==> src/rtl/sgdma_pkg.sv <==
`timescale 1ns/1ps
package sgdma_pkg;
  typedef enum logic [2:0] {
    ST_IDLE, ST_FETCH, ST_CHECK, ST_READ, ST_WRITE, ST_DONE, ST_FAIL
  } sg_state_t;

  typedef enum logic [1:0] {
    CODE_OK    = 2'd0,
    CODE_COUNT = 2'd1,
    CODE_SIZE  = 2'd2,
    CODE_ALIGN = 2'd3
  } sg_code_t;

  localparam logic PORT_LOCAL  = 1'b0;
  localparam logic PORT_REMOTE = 1'b1;
  localparam logic DIR_GET     = 1'b0;
  localparam logic DIR_PUT     = 1'b1;
endpackage

==> src/rtl/sgdma_elem_check.sv <==
`timescale 1ns/1ps
module sgdma_elem_check
  import sgdma_pkg::*;
#(
  parameter int AW        = 32,
  parameter int MAX_BYTES = 16384
) (
  input  logic [AW-1:0] loc_addr,
  input  logic [AW-1:0] rem_addr,
  input  logic [AW-1:0] size,
  output logic          ok,
  output sg_code_t      code
);
  localparam logic [AW-1:0] SIZE_LIMIT = AW'(MAX_BYTES);

  logic size_bad;
  logic align_bad;

  always_comb begin
    size_bad  = (size == '0) || (size > SIZE_LIMIT);
    align_bad = |{loc_addr[1:0], rem_addr[1:0], size[1:0]};
    if (size_bad)       code = CODE_SIZE;
    else if (align_bad) code = CODE_ALIGN;
    else                code = CODE_OK;
    ok = (code == CODE_OK);
  end
endmodule

==> src/rtl/sgdma_port_mux.sv <==
`timescale 1ns/1ps
module sgdma_port_mux
  import sgdma_pkg::*;
#(
  parameter int AW = 32,
  parameter int DW = 32
) (
  input  logic                clk,
  input  logic                rst_n,
  input  logic                op_req,
  input  logic                op_port,
  input  logic                op_we,
  input  logic [AW-1:0]       op_addr,
  input  logic [DW-1:0]       op_wdata,
  output logic                op_ack,
  output logic [DW-1:0]       op_rdata,
  output logic [1:0]          p_req,
  output logic [1:0]          p_we,
  output logic [1:0][AW-1:0]  p_addr,
  output logic [1:0][DW-1:0]  p_wdata,
  input  logic [1:0]          p_rdy,
  input  logic [1:0][DW-1:0]  p_rdata
);
  localparam int NPORT = 2;

  for (genvar g = 0; g < NPORT; g++) begin : g_port
    assign p_req[g]   = op_req && (op_port == 1'(g));
    assign p_we[g]    = p_req[g] && op_we;
    assign p_addr[g]  = p_req[g] ? op_addr : '0;
    assign p_wdata[g] = (p_req[g] && op_we) ? op_wdata : '0;


    stall_hold_chk: assert property (@(posedge clk) disable iff (!rst_n)
      (p_req[g] && !p_rdy[g]) |=>
        (p_req[g] && $stable(p_addr[g]) && $stable(p_we[g]) && $stable(p_wdata[g])));
  end

  assign op_ack   = |(p_req & p_rdy);
  assign op_rdata = p_rdata[op_port];
endmodule

==> src/rtl/sgdma_ctrl.sv <==
`timescale 1ns/1ps
module sgdma_ctrl
  import sgdma_pkg::*;
#(
  parameter int AW        = 32,
  parameter int DW        = 32,
  parameter int MAX_LIST  = 2048,
  parameter int MAX_BYTES = 16384,
  localparam int LEN_W    = $clog2(MAX_LIST) + 2,
  localparam int SW       = $clog2(MAX_BYTES / 4) + 1
) (
  input  logic             clk,
  input  logic             rst_n,
  input  logic             cmd_wr,
  input  logic             cmd_dir,
  input  logic [LEN_W-1:0] cmd_len,
  input  logic [AW-1:0]    cmd_list,
  output logic             busy,
  output logic             done,
  output logic             fail,
  output sg_code_t         fail_code,
  output logic             op_req,
  output logic             op_port,
  output logic             op_we,
  output logic [AW-1:0]    op_addr,
  output logic [DW-1:0]    op_wdata,
  input  logic             op_ack,
  input  logic [DW-1:0]    op_rdata,
  output logic [AW-1:0]    e_loc,
  output logic [AW-1:0]    e_rem,
  output logic [AW-1:0]    e_size,
  input  logic             chk_ok,
  input  sg_code_t         chk_code
);
  localparam logic [AW-1:0] WORD_STEP = AW'(4);

  sg_state_t        state_q, state_d;
  logic             dir_q, dir_d;
  logic [LEN_W-1:0] len_q, len_d;
  logic [LEN_W-1:0] idx_q, idx_d;
  logic [1:0]       fw_q, fw_d;
  logic [AW-1:0]    ptr_q, ptr_d;
  logic [AW-1:0]    src_q, src_d;
  logic [AW-1:0]    dst_q, dst_d;
  logic [SW-1:0]    left_q, left_d;
  sg_code_t         code_q, code_d;
  logic [AW-1:0]    e_loc_q, e_rem_q, e_size_q;
  logic [DW-1:0]    buf_q;
  logic             fetch_en;
  logic             buf_en;

  // next-state process
  always_comb begin
    state_d  = state_q;
    dir_d    = dir_q;
    len_d    = len_q;
    idx_d    = idx_q;
    fw_d     = fw_q;
    ptr_d    = ptr_q;
    src_d    = src_q;
    dst_d    = dst_q;
    left_d   = left_q;
    code_d   = code_q;
    op_req   = 1'b0;
    op_port  = PORT_LOCAL;
    op_we    = 1'b0;
    op_addr  = '0;
    op_wdata = '0;
    unique case (state_q)
      ST_IDLE: begin
        if (cmd_wr) begin
          dir_d  = cmd_dir;
          len_d  = cmd_len;
          ptr_d  = cmd_list;
          idx_d  = '0;
          fw_d   = '0;
          code_d = CODE_OK;
          if ((cmd_len == '0) || (cmd_len > LEN_W'(MAX_LIST))) begin
            code_d  = CODE_COUNT;
            state_d = ST_FAIL;
          end else if (cmd_list[1:0] != 2'b00) begin
            code_d  = CODE_ALIGN;
            state_d = ST_FAIL;
          end else begin
            state_d = ST_FETCH;
          end
        end
      end
      ST_FETCH: begin
        op_req  = 1'b1;
        op_addr = ptr_q;
        if (op_ack) begin
          ptr_d = ptr_q + WORD_STEP;
          if (fw_q == 2'd2) begin
            fw_d    = '0;
            state_d = ST_CHECK;
          end else begin
            fw_d = fw_q + 2'd1;
          end
        end
      end
      ST_CHECK: begin
        if (!chk_ok) begin
          code_d  = chk_code;
          state_d = ST_FAIL;
        end else begin
          left_d  = SW'(e_size_q >> 2);
          src_d   = (dir_q == DIR_PUT) ? e_loc_q : e_rem_q;
          dst_d   = (dir_q == DIR_PUT) ? e_rem_q : e_loc_q;
          state_d = ST_READ;
        end
      end
      ST_READ: begin
        op_req  = 1'b1;
        op_port = (dir_q == DIR_PUT) ? PORT_LOCAL : PORT_REMOTE;
        op_addr = src_q;
        if (op_ack) begin
          src_d   = src_q + WORD_STEP;
          state_d = ST_WRITE;
        end
      end
      ST_WRITE: begin
        op_req   = 1'b1;
        op_port  = (dir_q == DIR_PUT) ? PORT_REMOTE : PORT_LOCAL;
        op_we    = 1'b1;
        op_addr  = dst_q;
        op_wdata = buf_q;
        if (op_ack) begin
          dst_d  = dst_q + WORD_STEP;
          left_d = left_q - SW'(1);
          if (left_q == SW'(1)) begin
            if ((idx_q + LEN_W'(1)) == len_q) begin
              state_d = ST_DONE;
            end else begin
              idx_d   = idx_q + LEN_W'(1);
              state_d = ST_FETCH;
            end
          end else begin
            state_d = ST_READ;
          end
        end
      end
      ST_DONE: state_d = ST_IDLE;
      ST_FAIL: state_d = ST_IDLE;
      default: state_d = ST_IDLE;
    endcase
  end

  // control registers
  always_ff @(posedge clk or negedge rst_n) begin
    if (!rst_n) begin
      state_q <= ST_IDLE;
      dir_q   <= DIR_GET;
      len_q   <= '0;
      idx_q   <= '0;
      fw_q    <= '0;
      ptr_q   <= '0;
      src_q   <= '0;
      dst_q   <= '0;
      left_q  <= '0;
      code_q  <= CODE_OK;
    end else begin
      state_q <= state_d;
      dir_q   <= dir_d;
      len_q   <= len_d;
      idx_q   <= idx_d;
      fw_q    <= fw_d;
      ptr_q   <= ptr_d;
      src_q   <= src_d;
      dst_q   <= dst_d;
      left_q  <= left_d;
      code_q  <= code_d;
    end
  end

  // datapath registers with explicit clock enables
  assign fetch_en = (state_q == ST_FETCH) && op_ack;
  assign buf_en   = (state_q == ST_READ) && op_ack;

  always_ff @(posedge clk) begin
    if (fetch_en && (fw_q == 2'd0)) e_loc_q  <= op_rdata;
    if (fetch_en && (fw_q == 2'd1)) e_rem_q  <= op_rdata;
    if (fetch_en && (fw_q == 2'd2)) e_size_q <= op_rdata;
    if (buf_en)                     buf_q    <= op_rdata;
  end

  assign e_loc     = e_loc_q;
  assign e_rem     = e_rem_q;
  assign e_size    = e_size_q;
  assign busy      = (state_q != ST_IDLE);
  assign done      = (state_q == ST_DONE);
  assign fail      = (state_q == ST_FAIL);
  assign fail_code = code_q;


  done_pulse_chk: assert property (@(posedge clk) disable iff (!rst_n)
    done |=> !done);


  done_fail_excl_chk: assert property (@(posedge clk) disable iff (!rst_n)
    !(done && fail));


  quiet_after_fail_chk: assert property (@(posedge clk) disable iff (!rst_n)
    fail |=> !op_req);


  elem_reject_chk: assert property (@(posedge clk) disable iff (!rst_n)
    ((state_q == ST_CHECK) && !chk_ok) |=> (fail && (fail_code == $past(chk_code))));
endmodule

==> src/rtl/sgdma_engine.sv <==
`timescale 1ns/1ps
module sgdma_engine
  import sgdma_pkg::*;
#(
  parameter int AW        = 32,
  parameter int MAX_LIST  = 2048,
  parameter int MAX_BYTES = 16384,
  localparam int DW       = 32,
  localparam int LEN_W    = $clog2(MAX_LIST) + 2
) (
  input  logic             clk,
  input  logic             rst_n,
  input  logic             cmd_wr,
  input  logic             cmd_dir,
  input  logic [LEN_W-1:0] cmd_len,
  input  logic [AW-1:0]    cmd_list,
  output logic             busy,
  output logic             done,
  output logic             fail,
  output logic [1:0]       fail_code,
  output logic             loc_req,
  output logic             loc_we,
  output logic [AW-1:0]    loc_addr,
  output logic [DW-1:0]    loc_wdata,
  input  logic             loc_rdy,
  input  logic [DW-1:0]    loc_rdata,
  output logic             rem_req,
  output logic             rem_we,
  output logic [AW-1:0]    rem_addr,
  output logic [DW-1:0]    rem_wdata,
  input  logic             rem_rdy,
  input  logic [DW-1:0]    rem_rdata
);
  logic [1:0] rst_sync_q;
  logic       rst_core_n;

  always_ff @(posedge clk or negedge rst_n) begin
    if (!rst_n) rst_sync_q <= '0;
    else        rst_sync_q <= {rst_sync_q[0], 1'b1};
  end
  assign rst_core_n = rst_sync_q[1];

  logic            op_req, op_port, op_we, op_ack;
  logic [AW-1:0]   op_addr;
  logic [DW-1:0]   op_wdata, op_rdata;
  logic [AW-1:0]   e_loc, e_rem, e_size;
  logic            chk_ok;
  sg_code_t        chk_code, code;
  logic [1:0]          p_req, p_we, p_rdy;
  logic [1:0][AW-1:0]  p_addr;
  logic [1:0][DW-1:0]  p_wdata, p_rdata;

  sgdma_ctrl #(
    .AW(AW), .DW(DW), .MAX_LIST(MAX_LIST), .MAX_BYTES(MAX_BYTES)
  ) u_ctrl (
    .clk(clk), .rst_n(rst_core_n),
    .cmd_wr(cmd_wr), .cmd_dir(cmd_dir), .cmd_len(cmd_len), .cmd_list(cmd_list),
    .busy(busy), .done(done), .fail(fail), .fail_code(code),
    .op_req(op_req), .op_port(op_port), .op_we(op_we), .op_addr(op_addr),
    .op_wdata(op_wdata), .op_ack(op_ack), .op_rdata(op_rdata),
    .e_loc(e_loc), .e_rem(e_rem), .e_size(e_size),
    .chk_ok(chk_ok), .chk_code(chk_code)
  );

  sgdma_elem_check #(.AW(AW), .MAX_BYTES(MAX_BYTES)) u_check (
    .loc_addr(e_loc), .rem_addr(e_rem), .size(e_size),
    .ok(chk_ok), .code(chk_code)
  );

  sgdma_port_mux #(.AW(AW), .DW(DW)) u_mux (
    .clk(clk), .rst_n(rst_core_n),
    .op_req(op_req), .op_port(op_port), .op_we(op_we), .op_addr(op_addr),
    .op_wdata(op_wdata), .op_ack(op_ack), .op_rdata(op_rdata),
    .p_req(p_req), .p_we(p_we), .p_addr(p_addr), .p_wdata(p_wdata),
    .p_rdy(p_rdy), .p_rdata(p_rdata)
  );

  // index 0 is the local port, index 1 the remote port
  assign loc_req    = p_req[0];
  assign loc_we     = p_we[0];
  assign loc_addr   = p_addr[0];
  assign loc_wdata  = p_wdata[0];
  assign rem_req    = p_req[1];
  assign rem_we     = p_we[1];
  assign rem_addr   = p_addr[1];
  assign rem_wdata  = p_wdata[1];
  assign p_rdy      = {rem_rdy, loc_rdy};
  assign p_rdata[0] = loc_rdata;
  assign p_rdata[1] = rem_rdata;
  assign fail_code  = code;


  bad_count_chk: assert property (@(posedge clk) disable iff (!rst_core_n)
    (cmd_wr && !busy && ((cmd_len == '0) || (cmd_len > LEN_W'(MAX_LIST))))
      |=> (fail && (fail_code == 2'd1)));


  idle_quiet_chk: assert property (@(posedge clk) disable iff (!rst_core_n)
    !busy |-> !(loc_req || rem_req));
endmodule

==> config.mk <==
export PLATFORM = sky130hd
export DESIGN_NAME = sgdma_engine
export DESIGN_NICKNAME = d
export VERILOG_FILES = /design/src/rtl/sgdma_pkg.sv /design/src/rtl/sgdma_elem_check.sv /design/src/rtl/sgdma_port_mux.sv /design/src/rtl/sgdma_ctrl.sv /design/src/rtl/sgdma_engine.sv
export SDC_FILE = /design/constraint.sdc
export NUM_CORES = 1
export LEC_CHECK = 0
export ABC_AREA = 1
export BUFFER_PORTS_ARGS = -buffer_cell sky130_fd_sc_hd__buf_4
export CELL_PAD_IN_SITES_DETAIL_PLACEMENT = 1
export CELL_PAD_IN_SITES_GLOBAL_PLACEMENT = 1
export CORE_ASPECT_RATIO = 1.25
export CORE_MARGIN = 2
export CORE_UTILIZATION = 40
export CTS_BUF_LIST = sky130_fd_sc_hd__clkbuf_2 sky130_fd_sc_hd__clkbuf_4 sky130_fd_sc_hd__clkbuf_8
export CTS_CLUSTER_DIAMETER = 60
export DETAILED_ROUTE_END_ITERATION = 12
export PLACE_DENSITY_LB_ADDON = 0.3
export SLEW_MARGIN = 20
export SYNTH_ARGS = -nofsm -noshare
export SYNTH_HDL_FRONTEND = slang
export SYNTH_SLANG_ARGS = --single-unit
==> constraint.sdc <==
create_clock -name clk -period 12.9 [get_ports clk]
set_clock_uncertainty 0.15 [all_clocks]
set_input_delay 0.645 -clock clk [delete_from_list [all_inputs] [get_ports clk]]
set_output_delay 0.645 -clock clk [all_outputs]
set_load 0.02 [all_outputs]
-- Word-level counts from Yosys, hierarchy flattened
Index checks and enable logic that the tools add are counted.
- logic and storage cells: 132
- register bits after elaboration: 273
- input bits: 115
- bitwise operators: 2
- equality and inequality tests: 19
- multiplexer cells: 54
- reductions and logical operators: 33
- magnitude comparators: 3
- $add $sub $neg: 6
- operators with widths (cell ; count):
    $mux 32 ; 15
    $pmux 32 s2 ; 3
    $add 32x3->32 const B ; 3
    $pmux 32 s3 ; 1
    $mux 13 ; 6
    $pmux 13 s2 ; 2
    $gt 32x15->1 const B ; 1
    $logic_not 32->1 ; 1
    $mux 3 ; 10
    $mux 2 ; 9
    $pmux 3 s5 ; 1
    $add 13x1->13 const B ; 1
    $eq 13x1->1 const B ; 1
    $eq 13x13->1 ; 1
    $gt 13x12->1 const B ; 1
    $logic_not 13->1 ; 1
    $sub 13x1->13 const B ; 1
    $ne 2x1->1 const B ; 6
    $reduce_and 3->1 ; 4
    $reduce_bool 2->1 ; 6
    $reduce_and 5->1 ; 2
    $eq 3x3->1 const B ; 3
    $logic_and 1x1->1 ; 9
    $pmux 2 s2 ; 2
    other kinds (19) ; 27

-- Longest topological paths before layout
Gate-level depths: netlist of run 1.
- depth in word-level cells: 8
- gate-level depth with buffers: 16
- mapped depth without buffers: 15

-- Hierarchy
Synthesis of run 1 repeated with hierarchy kept, for this count alone.
- cell total of the unflattened synthesis: 2227
- area, all modules: 16408.2 um2
- by module, submodules not included (module ; area each (um2) ; sequential area each (um2) ; times used ; cells each):
    sgdma_ctrl ; 14894.3 ; 7422.1 ; 1 ; 1853
    sgdma_port_mux ; 1227.4 ; 0.0 ; 1 ; 319
    sgdma_elem_check ; 232.7 ; 0.0 ; 1 ; 52
    sgdma_engine ; 53.8 ; 50.0 ; 1 ; 3

-- Worst setup path after synthesis of run 1
OpenSTA, ideal clock, no wires.
- kind: register to register
- start: register u_ctrl.state_q[0]
- end: register u_ctrl.e_size_q[0], in the netlist u_ctrl.e_size[0], enable pin
- path slack: 8.644 ns
- period minus slack after synthesis: 4.256 ns
- cell stages (with the launch flop): 10
- data arrival time: 3.645 ns
- cells stage by stage: dfrtp_1 > inv_2 > nand2_2 > nor2_4 > inv_2 > a31oi_4 > nand2_2 > nand2_1 > nand2_2 > nor3_1
- cells in the longest elaborated chain, start to end: 8
- ends and longest elaborated chain (element ; RTL line ; text):
    start: declaration ; sgdma_ctrl.sv:37 ; sg_state_t state_q, state_d;
    start signal: assignment ; sgdma_ctrl.sv:163 ; state_q <= state_d;
    $eq 3x3->1 (tied with other cells) ; sgdma_ctrl.sv:69 ; unique case (state_q)
    $reduce_or 3->1 (no line) / $pmux 1 s2 (equally long branches) ; -- ;
    $mux 1 / $not 1->1 (equally long branches) ; sgdma_ctrl.sv:69, sgdma_port_mux.sv:27 ;
    $logic_and 1x1->1 (*) ; sgdma_port_mux.sv:27 ; assign p_req[g] = op_req && (op_port == 1'(g));
    via loc_req ; sgdma_engine.sv:21 ; output logic loc_req,
    $and 2x2->2 (*) ; sgdma_port_mux.sv:38 ; assign op_ack = |(p_req & p_rdy);
    $reduce_or 2->1 (*) ; sgdma_port_mux.sv:38 ;
    $logic_and 1x1->1 (*) ; sgdma_ctrl.sv:177 ; assign fetch_en = (state_q == ST_FETCH) && op_ack;
    $logic_and 1x1->1 (*) ; sgdma_ctrl.sv:183 ; if (fetch_en && (fw_q == 2'd2)) e_size_q <= op_rdata;
    end signal: assignment ; sgdma_ctrl.sv:183 ;
    end: declaration ; sgdma_ctrl.sv:47 ; logic [AW-1:0] e_loc_q, e_rem_q, e_size_q;
Mark *: on every way through the listed nets, which the timed path passes. The rest lies on a longest branch.
A chain may end at the register's enable or synchronous reset.

-- Final worst setup path of run 1
- start: register u_ctrl.state_q[0]
- end: output loc_wdata[2]
- cells in the longest elaborated chain, start to end: 6
- ends and longest elaborated chain (element ; RTL line ; text):
    $eq 3x3->1 (tied with other cells) ; sgdma_ctrl.sv:69 ;
    $reduce_or 3->1 (no line) / $pmux 1 s2 (equally long branches) ; -- ;
    $mux 1 / $not 1->1 (equally long branches) ; sgdma_ctrl.sv:69, sgdma_port_mux.sv:27 ;
    $logic_and 1x1->1 ; sgdma_port_mux.sv:27 ;
    $logic_and 1x1->1 ; sgdma_port_mux.sv:30 ; assign p_wdata[g] = (p_req[g] && op_we) ? op_wdata : '0;
    $mux 32 (*) ; sgdma_port_mux.sv:30 ;
    end: declaration ; sgdma_engine.sv:24 ; output logic [DW-1:0] loc_wdata,
Mark *: on every way between the ends. The rest lies on a longest branch, timed or not.

==> results of run 1 <==
==> layout make-up <==
class / count / area share
Clock inverter: 16 / 0.005337
Multi-Input combinational cell: 1558 / 0.3729
Sequential cell: 273 / 0.3890
Inverter: 258 / 0.05038
Timing Repair Buffer: 269 / 0.1052
Clock buffer: 69 / 0.04485
Tap cell: 498 / 0.03241
==> critical path, stage by stage (launching register included) <==
cell and delay, ns:
dfrtp_1 0.44, inv_2 0.13, nand2_2 0.10, nor2_4 0.43, buf_4 0.56, inv_2 0.11, buf_4 0.40, nor2_1 0.25
inv_1 0.45, nor2_1 0.25, buf_4 0.18
==> cells by family after synthesis <==
group / share of synthesized area
AND/OR/NAND/NOR: 0.3078
buffers and inverters: 0.08487
AO/OA/AOI/OAI: 0.1116
flip-flops: 0.4675
XOR/XNOR: 0.02192
adder cells (fa/ha/maj): 0.004697
multiplexers: 0.001253
other: 0.0002346
==> power by group through the flow <==
stage,logic (uW),clock network [uW],registers [uW]
3_5_place_dp,1870,0,1420
4_1_cts,1880,839,1410
6_report,1880,820,1410
3_3_place_gp,1790,0,1410
5_1_grt,2090,875,1440
2_1_floorplan,1270,0,1360
==> registers in the layout (all words and copies together), names as in the netlist <==
| name | count |
|---|---|
| u_ctrl.fail_code | 2 |
| u_ctrl.e_size | 32 |
| u_ctrl.len_q | 13 |
| u_ctrl.e_rem | 32 |
| u_ctrl.left_q | 13 |
| rst_sync_q | 2 |
| u_ctrl.buf_q | 32 |
| u_ctrl.dst_q | 32 |
| u_ctrl.src_q | 32 |
| u_ctrl.fw_q | 2 |
| u_ctrl.ptr_q | 32 |
| u_ctrl.idx_q | 13 |
| u_ctrl.e_loc | 32 |
| u_ctrl.dir_q | 1 |
| u_ctrl.state_q | 3 |
==> cells in the final DEF, fill, tap and decap left out, drive strengths merged, types with 2 or more instances in the layout <==
cell type,n
a22o,2
a21boi,2
a22oi,6
clkbuf,69
xnor2,4
a21oi,33
o311ai,3
nand3b,6
o211ai,15
buf,268
or2,7
o22ai,18
inv,259
nand2,652
dfrtp,145
nor2,308
o31ai,8
mux2i,2
nor4,14
a211oi,7
xor2,36
edfxtp,128
nand4,35
a221oi,4
o21bai,2
ha,6
a31oi,19
nand3,114
o21ai,195
nor3,54
clkinv,13
==> stage by stage <==
stage | area (um2) | cells | worst slack (ns) | hold slack (ns)
6_report | 19220 | 2941 | 8.093 | 0.05286
4_1_cts | 19220 | 2941 | 8.061 | 0.07316
3_5_place_dp | 18250 | 2855 | 8.705 | 0.08257
2_1_floorplan | 15980 | 2178 | 8.411 | 0.1812
5_1_grt | 19220 | 2941 | 7.766 | 0.09274
3_3_place_gp | 18250 | 2855 | 8.900 | 0.07344
==> routing by layer <==
| layer | vias up | wire length, um | global-route usage |
|---|---|---|---|
| li1 | 7543 | - | - |
| met1 | 7589 | 24310 | 0.3383 |
| met2 | 472 | 26500 | 0.4597 |
| met3 | 125 | 2782 | 0.03919 |
| met4 | 0 | 2382 | 0.1210 |
| met5 | - | 0 | 0 |
==> path summary, 6_finish.rpt <==
check | startpoint | to | slack [ns] | depth (start not counted)
max reg2reg | u_ctrl.dir_q$_DFFE_PN0P_ | u_ctrl.dst_q[21]$_DFFE_PN0P_ | 8.78 | 13
min | rst_sync_q[1]$_DFF_PN0_ | u_ctrl.dst_q[2]$_DFFE_PN0P_ | 0.05 | 0
min in group clk | cmd_len[12] | u_ctrl.len_q[12]$_DFFE_PN0P_ | 0.12 | 3
min reg2reg | rst_sync_q[1]$_DFF_PN0_ | u_ctrl.dst_q[2]$_DFFE_PN0P_ | 0.05 | 0
max in group asynchronous | rst_sync_q[1]$_DFF_PN0_ | u_ctrl.dir_q$_DFFE_PN0P_ | 10.40 | 2
max | u_ctrl.state_q[0]$_DFFE_PN0P_ | loc_wdata[2] | 8.09 | 10
==> impl_results.md, run 1 <==
* Outcome: completed
* Fill cell count at between 4,000 and 5,000
* Sw Share at 0.4654
* Final period util at 0.3727
* Avg Synthesized Cell Area at around 7.3 um2
* GRT Total Usage at 0.2687
* PortBufs at about 250
* Die area at around 42,000 um2
* Die W at about 180 um
* Most area-consuming cells after synthesis: edfxtp_1, dfrtp_1, nand2_1, nor2_1, inv_1
* Row count at 81
* First drt pass iteration count at 6
* Syn nets at between 2,000 and 2,500
* Tmin final at between 4 and 5 ns
* Data required, critical path at 12.10 ns
* Largest net degree at the start of global routing at 83
* Final setup viols at 0
* Internal power at 2199 uW
* Post-DRT Antenna Nets at 0
* Post-layout util at 0.4889
* Hold Fails Final Rpt at 0
* Slew Limit Fails at 0
* Part of the Yosys area used for sequential elements at 0.4675
* Yosys top cell area share at 0.2405
* ANT cells at 0
* Total Power at 4114 uW
* FF+latch count, synth at roughly 270
* RSZ-0062 raised after global routing: false
* Layout area overhead at 20.28%
* Share of post-route cells with drive strength above 1 at 0.1555
* FMAX at between 200 and 250 MHz
* Ys async rst share at 0.5311
* Max VDD drop at approximately 0.12 mV
* WS Path Type: register to primary output
* Setup Buffers After CTS at 0
* Logic pwr share at 0.458
* Post-CTS Resized at 0
* Wirelength per Cell at 19.03 um
* DRT Wirelength at approximately 56,000 um
* CP max FO at between 70 and 80
* Post-synth top area cell: edfxtp_1
* Multi-input gate area at between 7000 and 8000 um2
* Vias at roughly 16,000
* Main synth FF type: dfrtp_1
* Num CTS Buffers at 47
* CTS H-tree depth at 2
* WP data arrival at between 4 and 5 ns
* Initial antenna violation count at 0
* Synth top cells by count: nand2_1, nor2_1, inv_1
* Startpoint class of the critical path: register
* Max cap viols at 0
* Rel. slew slack at 0.3279
* EDFF count, synth at 128
* Vias in the first global route at 16,466
* Clock-pin slew on the worst setup and hold paths at about 0.07 ns
* Setup TNS at 0 ns
* Clk pwr share at 0.199
* First-pass GRT wire length at roughly 88,000 um
* Starting Density at 0.4064
* CTS Hold Bufs at 1
* Sw power at about 1900 uW
* Root buffer cell: clkbuf_8
* Clock latency on the worst-skew pair at between 0.5 and 0.6 ns
* Chip Height at ~230 um
* RePlAce Congestion at between 0.9 and 1
* Clk buf depth at 3
* Leakage at about 0.0089 uW
* I/O Pins at between 200 and 300
* Number of library cell types mapped by synthesis at 49
* Actual slew at the worst max-slew pin at about 1.0 ns
* Storage cell area at around 7500 um2
* Fin nets at 2,528
* CTS tree: yes
* Post-Synthesis Cells at between 2,000 and 2,500
* DRC at 0
* Clock sink total at 273
* Power Density at roughly 210 nW/um2
* Top-count cell post-synth: nand2_1
* Flop pwr share at 0.343
* Syn. warnings at 0
* Total gr overflow at 0
* Cell Area, Synth at roughly 16,000 um2
* Worst Hold Class: register to async pin
* DP Wirelength at between 40,000 and 50,000 um
* DR vias/cell at between 5 and 6
* Setup crit end kind: primary output
* Core Area at 39,320 um2
* Initial DRC Count at just under 900
(Power assumes the default switching activity.)
==> run 2: changes to the inputs <==
ABC_AREA = 0   (was 1)
clock period = 4.23 ns   (was 12.9 ns; I/O delays follow)
==> impl_results.md, run 2 <==
* Starting Density at 0.4032 (-0.003219)
* Power Density at 624.4 nW/um2 (+190%)
* Data required, critical path at 3.87 ns (-8.23 ns)
* Commonest cells after routing, fill and taps aside: buf_4, nand2_1, nor2_1
* Final Cell Area at 19,440 um2 (+1.1%)
* Part of the Yosys area used for sequential elements at 0.5013 (+0.03375)
* Rel. slew slack at 0.3195 (-0.008432)
* CP max FO at 89 (+17%)
* EDFF count, synth at 128 (unchanged)
* Min-Delay Endpoint: u_ctrl.ptr_q[24]$_DFFE_PN0P_
* DP Wirelength at 38,890 um (-7.3%)
* Syn nets at 1,769 (-23%)
* Clk pwr share at 0.198 (about the same)
* Sw Share at 0.4370 (-0.02844)
* Largest stage delay, worst path at 0.70 ns (+0.14 ns)
* Actual slew at the worst max-slew pin at 1.011 ns (+0.004429 ns)
* Critical path buffer and inverter count at 2 (-4)
* Setup crit end kind: primary output
* Avg Synthesized Cell Area at 9.045 um2 (+23%)
* RePlAce Congestion at 0.8622 (-8.0%)
* Post-Synthesis Cells at 1,648 (-24%)
* Die area at 38,830 um2 (-6.6%)
* DR vias/cell at 5.892 (+10%)
* DRT Wirelength at 56,670 um (+1.2%)
* Clock sink total at 273 (unchanged)
* Final period util at 0.8717
* Core Area at 36,970 um2 (-6.0%)
* Max cap viols at 0 (unchanged)
* First drt pass iteration count at 5 (-1)
* Fin nets at 2,109 (-17%)
* Slowest cell on crit path: buf_4
* Worst Hold Class: input port to register
* Largest net degree at the start of global routing at 108 (+30%)
* Yosys top cell area share at 0.2579 (+0.01736)
* Most frequent CP cell: buf_4
* CTS tree: yes
* Clock latency on the worst-skew pair at 0.60 ns (about the same)
* Hold Crit Depth at 3
* Sw power at 5305 uW (+180%)
* Total gr overflow at 0 (unchanged)
* Vias in the first global route at 15,206 (-7.7%)
* Clock-pin slew on the worst setup and hold paths at 0.06 ns (about the same)
* Row count at 79 (-2.5%)
* RSZ-0062 raised after global routing: false
* Ys async rst share at 0.5311 (unchanged)
* Num CTS Buffers at 45 (-4.3%)
* FMAX at between 200 and 300 MHz
* Post-CTS Resized at 0 (unchanged)
* Synth top cells by count: nand2_1, nor2_1, a21oi_1
* Initial DRC Count at 1,081 (+23%)
* Post-DRT Antenna Nets at 0 (unchanged)
* Critical path cell sequence: nor2b_2 > and2_2 > buf_4 > nand2_1 > o21a_1 > nor2_1 > buf_4
* Worst r2r path cells at 8 (-5)
* Main synth FF type: dfrtp_1
* PortBufs at 251 (unchanged)
* Wirelength per Cell at 22.59 um (+19%)
* Post-synth top area cell: edfxtp_1
* Tmin final at 3.687 ns
* Slew Limit Fails at 0 (unchanged)
* Placed cell areas at 17,240 um2 (-5.5%)
* Commonest non-fill, non-tap cell in the layout: buf_4
* Flop pwr share at 0.369 (+0.026)
* GRT Total Usage at 0.2887 (+0.01999)
* ANT cells at 0 (unchanged)
* Reg2reg start: u_ctrl.state_q[0]$_DFFE_PN0P_
* Share of post-route cells with drive strength above 1 at 0.2076 (+0.05207)
* Syn. warnings at 0 (unchanged)
* Number of library cell types mapped by synthesis at 67 (+37%)
* Hold Fails Final Rpt at 0 (unchanged)
* Max VDD drop at 0.3118 mV (+160%)
* Fill cell count at 4,282 (-13%)
* WS Path Type: register to primary output
* Cell Area, Synth at 14,910 um2 (-6.7%)
* Delay-heaviest family, CP: simple AND/OR/NAND/NOR gates
* Reg2reg end: u_ctrl.e_rem[25]$_DFFE_PP_
* Startpoint class of the critical path: register
* Initial antenna violation count at 0 (unchanged)
* Setup TNS at 0 ns (unchanged)
* First-pass GRT wire length at 86,830 um (-1.2%)
* Outcome: completed
* Die W at 176.7 um (-3.3%)
* Chip Height at 219.8 um (-3.4%)
* Root buffer cell: clkbuf_8
* Worst reg-to-reg setup slack at 0.58 ns (-8.20 ns)
* Internal power at 6834 uW (+210%)
* Top-count cell post-synth: nand2_1
* Final setup viols at 0 (unchanged)
* CTS H-tree depth at 2 (unchanged)
* Vias at 14,782 (-6.0%)
* I/O Pins at 252 (unchanged)
* FF+latch count, synth at 273 (unchanged)
* Most area-consuming cells after synthesis: edfxtp_1, dfrtp_1, nand2_1, a21oi_1, nor2_1
* Clk buf depth at 3 (unchanged)
* DRC at 0 (unchanged)
* Logic pwr share at 0.432 (-0.026)
* Layout area overhead at 30.44%
* WP data arrival at 3.33 ns (-0.68 ns)
* Leakage at 0.008075 uW (-9.3%)
* Hold_sp: loc_rdy
## run 2: cell count changes after synthesis, sizes merged, moves of 24 or more
cell | before | now
a21oi | 33 | 156
mux2i | 2 | 32
and3 | 1 | 79
inv | 258 | 16
xor2 | 36 | 3
nor3 | 54 | 30
mux2 | 0 | 30
clkbuf | 56 | 92
nor2 | 308 | 185
nand3 | 114 | 54
nand2 | 652 | 265
a22oi | 6 | 42
o21ai | 195 | 99
## run 2: tightest hold or removal path, cell delays in order
cell	delay, ns
buf_4	0.12
a21oi_2	0.19
o21ai_0	0.18
## run 2: logic make-up after synthesis
logic type / synth area share
simple gates: 0.2262
compound gates: 0.1800
flops: 0.5013
buf+inv: 0.03484
mux: 0.04415
xor+xnor: 0.008226
fa+ha+maj: 0.005036
other cells: 0.0002516
## run 2: area by class of cell
cell class / instances / area (um2) / share of cell area
multi-input combinational: 1243 / 6970 / 0.3585
timing repair buffer: 409 / 3407 / 0.1752
clock buffer: 70 / 850.8 / 0.04376
tap: 486 / 608.1 / 0.03128
clock inverter: 12 / 65.06 / 0.003346
sequential: 273 / 7481 / 0.3848
inverter: 16 / 60.06 / 0.003089
## run 2: per-layer routing
layer / track usage / vias to the layer above / part of all wire
met1: 0.3535 / 7433 / 0.40
met2: 0.4935 / 514 / 0.50
met3: 0.04417 / 135 / 0.054
met5: 0 / - / 0
li1: - / 6700 / -
met4: 0.1466 / 0 / 0.051
## run 2: what timing repair did
action / 4_1_cts / 5_1_grt
setup buffers: 0 / 0
endpoints found under the hold margin: 180 / 0
hold buffers: 128 / 0
## run 2: metrics by stage
step | power, uW | setup WS, ns | hold slack [ns] | cells | utilization
global route | 12850 | 0.3118 | 0.06192 | 2509 | 0.5259
finish | 12140 | 0.5428 | 0.02421 | 2509 | 0.5259
global placement | 9145 | 1.075 | -0.1549 | 2299 | 0.4664
detailed placement | 9339 | 0.9646 | -0.1541 | 2299 | 0.4664
CTS | 12110 | 0.5853 | 0.008757 | 2509 | 0.5258
floorplan | 7386 | 0.1344 | -0.2341 | 1648 | -
## run 2: worst max-delay path by stage
stage	cells past startpoint	slack, ns	startpoint	end
finish	7	0.54	u_ctrl.state_q[0]$_DFFE_PN0P_	loc_addr[15]
global route	7	0.31	u_ctrl.state_q[0]$_DFFE_PN0P_	loc_addr[15]
global placement	8	1.08	u_ctrl.state_q[2]$_DFFE_PN0P_	u_ctrl.src_q[5]$_DFFE_PN0P_
detailed placement	8	0.96	u_ctrl.state_q[2]$_DFFE_PN0P_	u_ctrl.src_q[25]$_DFFE_PN0P_
CTS	7	0.59	u_ctrl.state_q[0]$_DFFE_PN0P_	loc_addr[15]
floorplan	6	0.13	u_ctrl.state_q[2]$_DFFE_PN0P_	u_ctrl.e_size[0]$_DFFE_PP_
## run 2: power groups by stage
stage | logic [uW] | registers [uW] | clock network (uW)
finish | 5250 | 4480 | 2410
global route | 5720 | 4560 | 2570
CTS | 5210 | 4450 | 2450
detailed placement | 4850 | 4490 | 0
global placement | 4690 | 4450 | 0
floorplan | 3330 | 4060 | 0
